$ cat config.mk
export PLATFORM = sky130hd
export DESIGN_NAME = src_rate_detect
export DESIGN_NICKNAME = d
export VERILOG_FILES = /design/src/rtl/src_rate_pkg.sv /design/src/rtl/src_edge_sync.sv /design/src/rtl/src_window_timer.sv /design/src/rtl/src_mode_classify.sv /design/src/rtl/src_rate_detect.sv
export SDC_FILE = /design/constraint.sdc
export NUM_CORES = 1
export LEC_CHECK = 0
export ABC_AREA = 1
export BUFFER_PORTS_ARGS = -buffer_cell sky130_fd_sc_hd__buf_2
export CAP_MARGIN = 10
export CORE_UTILIZATION = 46
export CTS_BUF_LIST = sky130_fd_sc_hd__clkbuf_2 sky130_fd_sc_hd__clkbuf_4 sky130_fd_sc_hd__clkbuf_8
export CTS_CLUSTER_SIZE = 10
export DETAILED_ROUTE_END_ITERATION = 10
export GPL_ROUTABILITY_DRIVEN = 1
export REMOVE_ABC_BUFFERS = 1
export SETUP_SLACK_MARGIN = 0.4
export SYNTH_ARGS = -nofsm -noshare
export SYNTH_HDL_FRONTEND = slang
export SYNTH_SLANG_ARGS = --single-unit
$ cat constraint.sdc
create_clock -name clk -period 5.4 [get_ports clk]
set_clock_uncertainty 0.1 [all_clocks]
set_input_delay 1.62 -clock clk [delete_from_list [all_inputs] [get_ports clk]]
set_output_delay 1.62 -clock clk [all_outputs]
set_load 0.01 [all_outputs]
$ cat src/rtl/src_rate_pkg.sv
package src_rate_pkg;

    typedef enum logic [2:0] {
        FM_UP  = 3'd1,
        FM_DN1 = 3'd2,
        FM_DN2 = 3'd3,
        FM_DN3 = 3'd4,
        FM_DN4 = 3'd5,
        FM_DN5 = 3'd6
    } filt_mode_e;

    typedef struct packed {
        logic       valid;
        filt_mode_e mode;
    } sel_state_t;

    localparam int unsigned NUM_LIMITS = 5;

    // Window length divided by the threshold 32/den gives win*den/32 edges.
    function automatic int unsigned mode_limit(int unsigned win, int unsigned idx);
        int unsigned den;
        case (idx)
            0:       den = 33;
            1:       den = 37;
            2:       den = 45;
            3:       den = 51;
            default: den = 65;
        endcase
        return (win * den) / 32;
    endfunction

endpackage

$ cat src/rtl/src_edge_sync.sv
module src_edge_sync #(
    parameter int SYNC_STAGES = 2
) (
    input  logic clk,
    input  logic rst,
    input  logic async_in,
    output logic rise
);
    logic [SYNC_STAGES:0] chain_q;

    always_ff @(posedge clk) begin
        if (rst) begin
            chain_q <= '0;
        end else begin
            chain_q[0] <= async_in;
            for (int i = 1; i <= SYNC_STAGES; i++) begin
                chain_q[i] <= chain_q[i-1];
            end
        end
    end

    assign rise = chain_q[SYNC_STAGES-1] & ~chain_q[SYNC_STAGES];

    p_rise_pulse_r2: assert property (@(posedge clk) disable iff (rst)
        rise |=> !rise);

endmodule

$ cat src/rtl/src_window_timer.sv
module src_window_timer #(
    parameter int unsigned WIN_CLKS = 512 * 16384
) (
    input  logic clk,
    input  logic rst,
    output logic win_end
);
    localparam int TW = $clog2(WIN_CLKS);

    logic [TW-1:0] tick_q;

    assign win_end = (tick_q == TW'(WIN_CLKS - 1));

    always_ff @(posedge clk) begin
        if (rst || win_end) tick_q <= '0;
        else                tick_q <= tick_q + 1'b1;
    end

    p_wrap_r2: assert property (@(posedge clk) disable iff (rst)
        win_end |=> (tick_q == '0));

endmodule

$ cat src/rtl/src_mode_classify.sv
module src_mode_classify
    import src_rate_pkg::*;
#(
    parameter int unsigned WIN = 16384,
    parameter int          CW  = 17
) (
    input  logic [CW-1:0] count,
    output filt_mode_e    mode
);
    logic [NUM_LIMITS-1:0] over;

    for (genvar g = 0; g < NUM_LIMITS; g++) begin : g_lim
        localparam int unsigned LIM = mode_limit(WIN, g);
        if (g == NUM_LIMITS - 1) begin : g_incl
            assign over[g] = (32'(count) >= LIM);
        end else begin : g_excl
            assign over[g] = (32'(count) > LIM);
        end
    end

    logic [2:0] mode_val;
    always_comb begin
        mode_val = 3'd1;
        for (int i = 0; i < NUM_LIMITS; i++) begin
            mode_val = mode_val + {2'b00, over[i]};
        end
    end

    assign mode = filt_mode_e'(mode_val);

endmodule

$ cat src/rtl/src_rate_detect.sv
module src_rate_detect
    import src_rate_pkg::*;
#(
    parameter int SAMPLE_DIV  = 512,
    parameter int WIN_LOG2    = 14,
    parameter int SYNC_STAGES = 2,
    localparam int RATIO_W    = WIN_LOG2 + 3
) (
    input  logic               clk,
    input  logic               rst,
    input  logic               word_clk_in,
    output logic [RATIO_W-1:0] ratio_est,
    output logic [2:0]         filt_mode,
    output logic               ratio_valid
);
    localparam int unsigned WIN      = 1 << WIN_LOG2;
    localparam int unsigned WIN_CLKS = SAMPLE_DIV * WIN;

    logic               rise;
    logic               win_end;
    logic [RATIO_W-1:0] run_cnt;
    logic [RATIO_W-1:0] next_cnt;
    filt_mode_e         next_mode;
    sel_state_t         sel_q;

    src_edge_sync #(.SYNC_STAGES(SYNC_STAGES)) sync_i (
        .clk(clk), .rst(rst), .async_in(word_clk_in), .rise(rise)
    );

    src_window_timer #(.WIN_CLKS(WIN_CLKS)) timer_i (
        .clk(clk), .rst(rst), .win_end(win_end)
    );

    // Saturating add of this cycle's edge.
    assign next_cnt = (rise && (run_cnt != '1)) ? run_cnt + 1'b1 : run_cnt;

    src_mode_classify #(.WIN(WIN), .CW(RATIO_W)) cls_i (
        .count(next_cnt), .mode(next_mode)
    );

    always_ff @(posedge clk) begin
        if (rst) begin
            run_cnt   <= '0;
            ratio_est <= '0;
            sel_q     <= '{valid: 1'b0, mode: FM_UP};
        end else if (win_end) begin
            run_cnt   <= '0;
            ratio_est <= next_cnt;
            sel_q     <= '{valid: 1'b1, mode: next_mode};
        end else begin
            run_cnt   <= next_cnt;
        end
    end

    assign filt_mode   = sel_q.mode;
    assign ratio_valid = sel_q.valid;

    p_hold_r9: assert property (@(posedge clk) disable iff (rst)
        !win_end |=> ($stable(filt_mode) && $stable(ratio_est)));

    p_valid_sticky_r10: assert property (@(posedge clk) disable iff (rst)
        ratio_valid |=> ratio_valid);

    p_valid_at_edge_r10: assert property (@(posedge clk) disable iff (rst)
        $rose(ratio_valid) |-> $past(win_end));

    p_mode_legal_r3: assert property (@(posedge clk) disable iff (rst)
        (filt_mode >= 3'd1) && (filt_mode <= 3'd6));

    p_count_grows_r2: assert property (@(posedge clk) disable iff (rst)
        !win_end |=> (run_cnt >= $past(run_cnt)));

endmodule

; Word-level counts from Yosys, hierarchy flattened
; Index checks and enable logic that the tools add are counted.
[totals]
ff_bits = 64
out_inout_bits = 21
elab_cells = 26
input_bits = 3
[op_classes]
eq_ne = 2
addsub = 7
n_bitwise = 2
n_reduce_logical = 3
magnitude_cmp = 5
n_mux = 1
[ops]
columns = operator, n
row1 = > comparator 17 x 15 -> 1 bit (second input constant), 4
row2 = adder 23 x 1 -> 23 bit (second input constant), 1
row3 = equality test 23 bit (second input constant), 1
row4 = adder 17 x 1 -> 17 bit (second input constant), 1
row5 = >= comparator 17 x 16 -> 1 bit (second input constant), 1
row6 = two-way mux 17 bit, 1
row7 = != test 17 bit (second input constant), 1
row8 = adder 3 x 1 -> 3 bit, 4
row9 = adder 1 x 1 -> 2 bit (first input constant), 1
row10 = OR reduction 2 bit, 1
row11 = bitwise AND 1 bit, 1
row12 = logical AND 1 bit, 1
row13 = logical OR 1 bit, 1
row14 = inverter 1 bit, 1

; Depth between registers and ports, before layout
[depth]
ltp_word = 10
ltp_mapped = 25
mapped_depth_nobuf = 25

; Modules after synthesis
; Synthesis repeated with hierarchy kept, for this count alone.
[unflattened]
hier_cells = 478
hier_area_um2 = 3321.9
[by_module_without_submodules]
columns = mod, area_each_um2, instances, cells_per_inst, seq_area_each_um2
row1 = src_rate_detect, 1720.4, 1, 232, 760.7
row2 = src_window_timer, 1189.9, 1, 172, 460.4
row3 = src_mode_classify, 325.3, 1, 64, 0.0
row4 = src_edge_sync, 86.3, 1, 10, 60.1

; Worst setup path after synthesis
; OpenSTA, ideal clock, no wires.
[synth_path]
path_type = register -> register
from = register run_cnt[0]
to = register sel_q (netlist bit filt_mode[1])
period_less_slack_ps = 3930
path_slack_ps = 1470
arrival_time_ps = 3711
path_stages_with_launch = 25
t_required_ps = 5181
path_buffers = 0
setup_ps = 119
cell_sequence = dfxtp_1 -> ha_1 -> nand3_2 -> inv_2 -> nand2_1 -> nor4_1 -> ha_1 -> nor2_2 -> nand2_2 -> nor2_4 -> nand3_2 -> clkinv_1 -> nand2_1 -> nand2_2 -> nand2_2 -> nor2_1 -> nor2_1 -> nor2_1 -> nor2_1 -> fa_1 -> inv_1 -> fa_1 -> fa_1 -> o21ai_0 -> a21oi_1
[synth_via]
elab_chain_cells = 9
elab_cells_between_ends = 14
classes_between = add/sub (6) / order compare (5) / eq/ne (1) / mux (1) / reduce/logical (1)
[synth_lines]
columns = element, line
row1 = start: declaration, src_rate_detect.sv:21  ; logic [RATIO_W-1:0] run_cnt;
row2 = start signal: assignment, src_rate_detect.sv:51  ; run_cnt <= next_cnt;
row3 = branches (longest 2 deep; another with adder 17 x 1 -> 17 bit), --
row4 = two-way mux 17 bit *, src_rate_detect.sv:35  ; assign next_cnt = (rise && (run_cnt != '1)) ? run_cnt + 1'b1 : run_cnt;
row5 = > comparator 17 x 15 -> 1 bit, src_mode_classify.sv:17  ; assign over[g] = (32'(count) > LIM);
row6 = adder 1 x 1 -> 2 bit, src_mode_classify.sv:25  ; mode_val = mode_val + {2'b00, over[i]};
row7 = adder 3 x 1 -> 3 bit (3 in series), src_mode_classify.sv:25
row8 = adder 3 x 1 -> 3 bit *, src_mode_classify.sv:25
row9 = net cls_i.mode[1], src_mode_classify.sv:8  ; output filt_mode_e mode
row10 = end signal: assignment, src_rate_detect.sv:45  ; sel_q <= '{valid: 1'b0, mode: FM_UP};
row11 = end signal: assignment, src_rate_detect.sv:49  ; sel_q <= '{valid: 1'b1, mode: next_mode};
row12 = end: declaration, src_rate_detect.sv:24  ; sel_state_t sel_q;
; Mark *: on every way through the listed nets, which the timed path passes.
; A chain may end at the register's enable or synchronous reset.

; Final worst setup path
; Same ends and word-level chain as after synthesis.

==> run_results.csv <==
group,metric,value,unit
power_and_ir_drop,power.total,876,uW
global_routing,grt_pass1_vias,2699,
floorplan,num_io_pins,24,
finish,regArea,0.00128,mm2
logic_synthesis,synth.distinct_cells,40,
cts,cts.sinks,64,
global_routing,grt_max_degree,33,
min_path,hold_path.class,"reg2reg",
finish,nFillCells,694,
timing,min_period,4.30,ns
cts,cts_buffers,9,
cts,insertion_delay,0.34,ns
min_path,min_from,"sync_i.chain_q[0]",
cts,cts_htree_levels,3,
logic_synthesis,yosys_warnings,0,
critical_path,slowest_stage,"fa_1",
logic_synthesis,synth_area,0.00328,mm2
placement,portBuffers,23,
cts,clk_pin_slew,0.07,ns
logic_synthesis,yosys.area.top_type,"dfxtp_1",
drt,ant_nets,0,
floorplan,fp.dieArea,0.00748,mm2
global_routing,track_usage,19.8,%
timing,rsz0062_at_grt,"false",
placement,hpwl,4900,um
logic_synthesis,yosys-top-cells-count,"nand2_1, nor2_1, dfxtp_1",
logic_synthesis,synth_seq_area_share,39.0,%
critical_path,start_kind,"register",
cts,postCtsHoldBufs,0,
critical_path,worstPathRequired,5.53,ns
timing,timing.fmax,233,MHz
logic_synthesis,async_flop_share,0,%
critical_path,cp.arrival,4.43,ns
critical_path,cp_slowest_stage_delay,0.53,ns
logic_synthesis,yosys.area.top_type_share,39.0,%
logic_synthesis,synth_edf_count,0,
cts,post_cts_buffers,0,
critical_path,regToRegSetupSlack,1.10,ns
timing,min_period_over_period,79.5,%
run,cap_violations,0,
cts,cts_root_buf,"clkbuf_8",
floorplan,die_y,86.5,um
drt,viasPerCell,4.72,
drt,dr.pass1.iters,4,
placement,gp_congestion,0.870,
drt,drc,0,
global_routing,grt_pass1_wl,11600,um
cts,cts_tree,"done",
timing,finalMaxSlewViolations,0,
floorplan,row_count,30,
floorplan,core,0.00683,mm2
run_status,status,"complete, no violations",
cts,cts.path.max_buffers,2,
min_path,whs_endpoint,"sync_i.chain_q[1]",
critical_path,path_cells,"ha_1 -> nand3_2 -> inv_2 -> nand2_1 -> nor4_1 -> ha_1 -> nor2_2 -> nand2_2 -> nor2_4 -> nand2_1 -> nand2_1 -> inv_1 -> nor2_1 -> nand2_1 -> nor2_1 -> nand3_1 -> nor2_1 -> nor2_1 -> fa_1 -> inv_1 -> fa_1 -> fa_1 -> o21ai_0 -> a21oi_1",
finish,nets,498,
drt,drt_iter0_drc,127,
global_routing,antenna_found_initial,0,
drt,wirelength,6630,um
critical_path,reg2reg_to,"filt_mode[1]",
logic_synthesis,synth.most_common_cell,"nand2_1",
power_and_ir_drop,ir_drop,0.000127,V
logic_synthesis,syn_inst,464,
min_path,holdPathStages,2,
logic_synthesis,ys_ff_latch,64,
timing,fin_setup_tns,0,ns
critical_path,path_class,"reg2reg",
power_and_ir_drop,powerDensity,242,mW/mm2
critical_path,critPathCaptureType,"register",
drt,vias,2783,
finish,area_growth,10.2,%
timing,hold_violations,0,
global_routing,grt_overflow,0,
critical_path,reg2reg_depth,24,
logic_synthesis,synth_ff_type,"dfxtp_1",
timing,relSlewSlack,30.3,%
finish,multi_input_area,0.00164,mm2
cts,cts_resized,0,
critical_path,r2r-start,"run_cnt[0]",
power_and_ir_drop,p_leak,0.00164,uW
finish,diodes,0,
floorplan,die_w,86.5,um
floorplan,start_util,48.1,%
logic_synthesis,syn_avg_cell_area,7.08,um2
finish,layout-drive-gt1-share,15.4,%
logic_synthesis,synth_area_leaders,"dfxtp_1, nand2_1, nor2_1",
drt,wl_per_cell,11.2,um
critical_path,critPathMaxFanout,9,
timing,tightest_slew,1.04,ns
timing,setup_viol,0,
-- critical path, delay by kind of cell (launching register included) --
family	cells	cell delay, ns
flops	1	0.34
buf+inv	3	0.16
fa+ha+maj	5	1.84
simple gates	14	1.52
compound gates	2	0.21
-- worst max path at each step --
| stage | slack (ns) | from | cells after the start | end |
|---|---|---|---|---|
| 2_1_floorplan | 1.47 | run_cnt[0] | 24 | filt_mode[1] |
| 3_3_place_gp | 1.16 | run_cnt[0] | 24 | filt_mode[1] |
| 3_5_place_dp | 1.08 | run_cnt[0] | 24 | filt_mode[1] |
| 4_1_cts | 1.07 | run_cnt[0] | 24 | filt_mode[1] |
| 5_1_grt | 0.71 | run_cnt[1] | 23 | filt_mode[1] |
| 6_report | 1.10 | run_cnt[0] | 24 | filt_mode[1] |
-- registers in the layout, indices dropped and copies added, names as in the netlist --
| register | cells |
|---|---|
| run_cnt | 17 |
| ratio_est | 17 |
| ratio_valid | 1 |
| timer_i.tick_q | 23 |
| filt_mode | 3 |
| sync_i.chain_q | 3 |
-- stage by stage --
stage	utilization (%)	worst slack (ns)	instances	hold WS (ns)	area [um2]
floorplan	-	1.47	454	0.288	3200
global placement	50.5	1.16	574	0.291	3450
detailed placement	50.5	1.08	574	0.302	3450
CTS	53.0	1.07	590	0.315	3620
global route	53.0	0.712	590	0.344	3620
finish	53.0	1.10	590	0.313	3620
-- per-layer routing --
metal  vias up  GRT usage (%)  share of wire [%]
li1       1507              -                  -
met1      1234           24.2                 49
met2        35           33.5                 46
met3         7           5.33                3.6
met4         0           7.42               0.95
met5         -              0                  0
-- kinds of logic after synthesis --
group           share of synthesized area (%)
simple gates                             35.0
buf+inv                                  10.9
flops                                    39.0
compound gates                           9.15
xor+xnor                                 2.93
fa+ha+maj                                2.97
-- report_power, final --
part / internal [uW] / leakage [uW] / switching (uW)
clock network: 166 / 0.0000854 / 191
logic: 13.2 / 0.00104 / 27.1
registers: 476 / 0.000517 / 2.87
total: 655 / 0.00164 / 221
-- placed cells by master (no fill, tap or decap), types with 9 or more instances in the layout --
master / n
inv_1: 62
nand3_1: 33
nand2_1: 99
buf_2: 23
nand2_2: 9
a21oi_1: 19
dfxtp_1: 64
clkbuf_8: 9
nor2_1: 70
-- area by class of cell --
class	count	share of cell area, %
sequential	64	35.4
multi-input combinational	317	45.4
clock inverter	7	1.31
tap	96	3.32
timing repair buffer	24	3.39
clock buffer	9	3.42
inverter	73	7.71
Power figures use the tool's default switching activity.
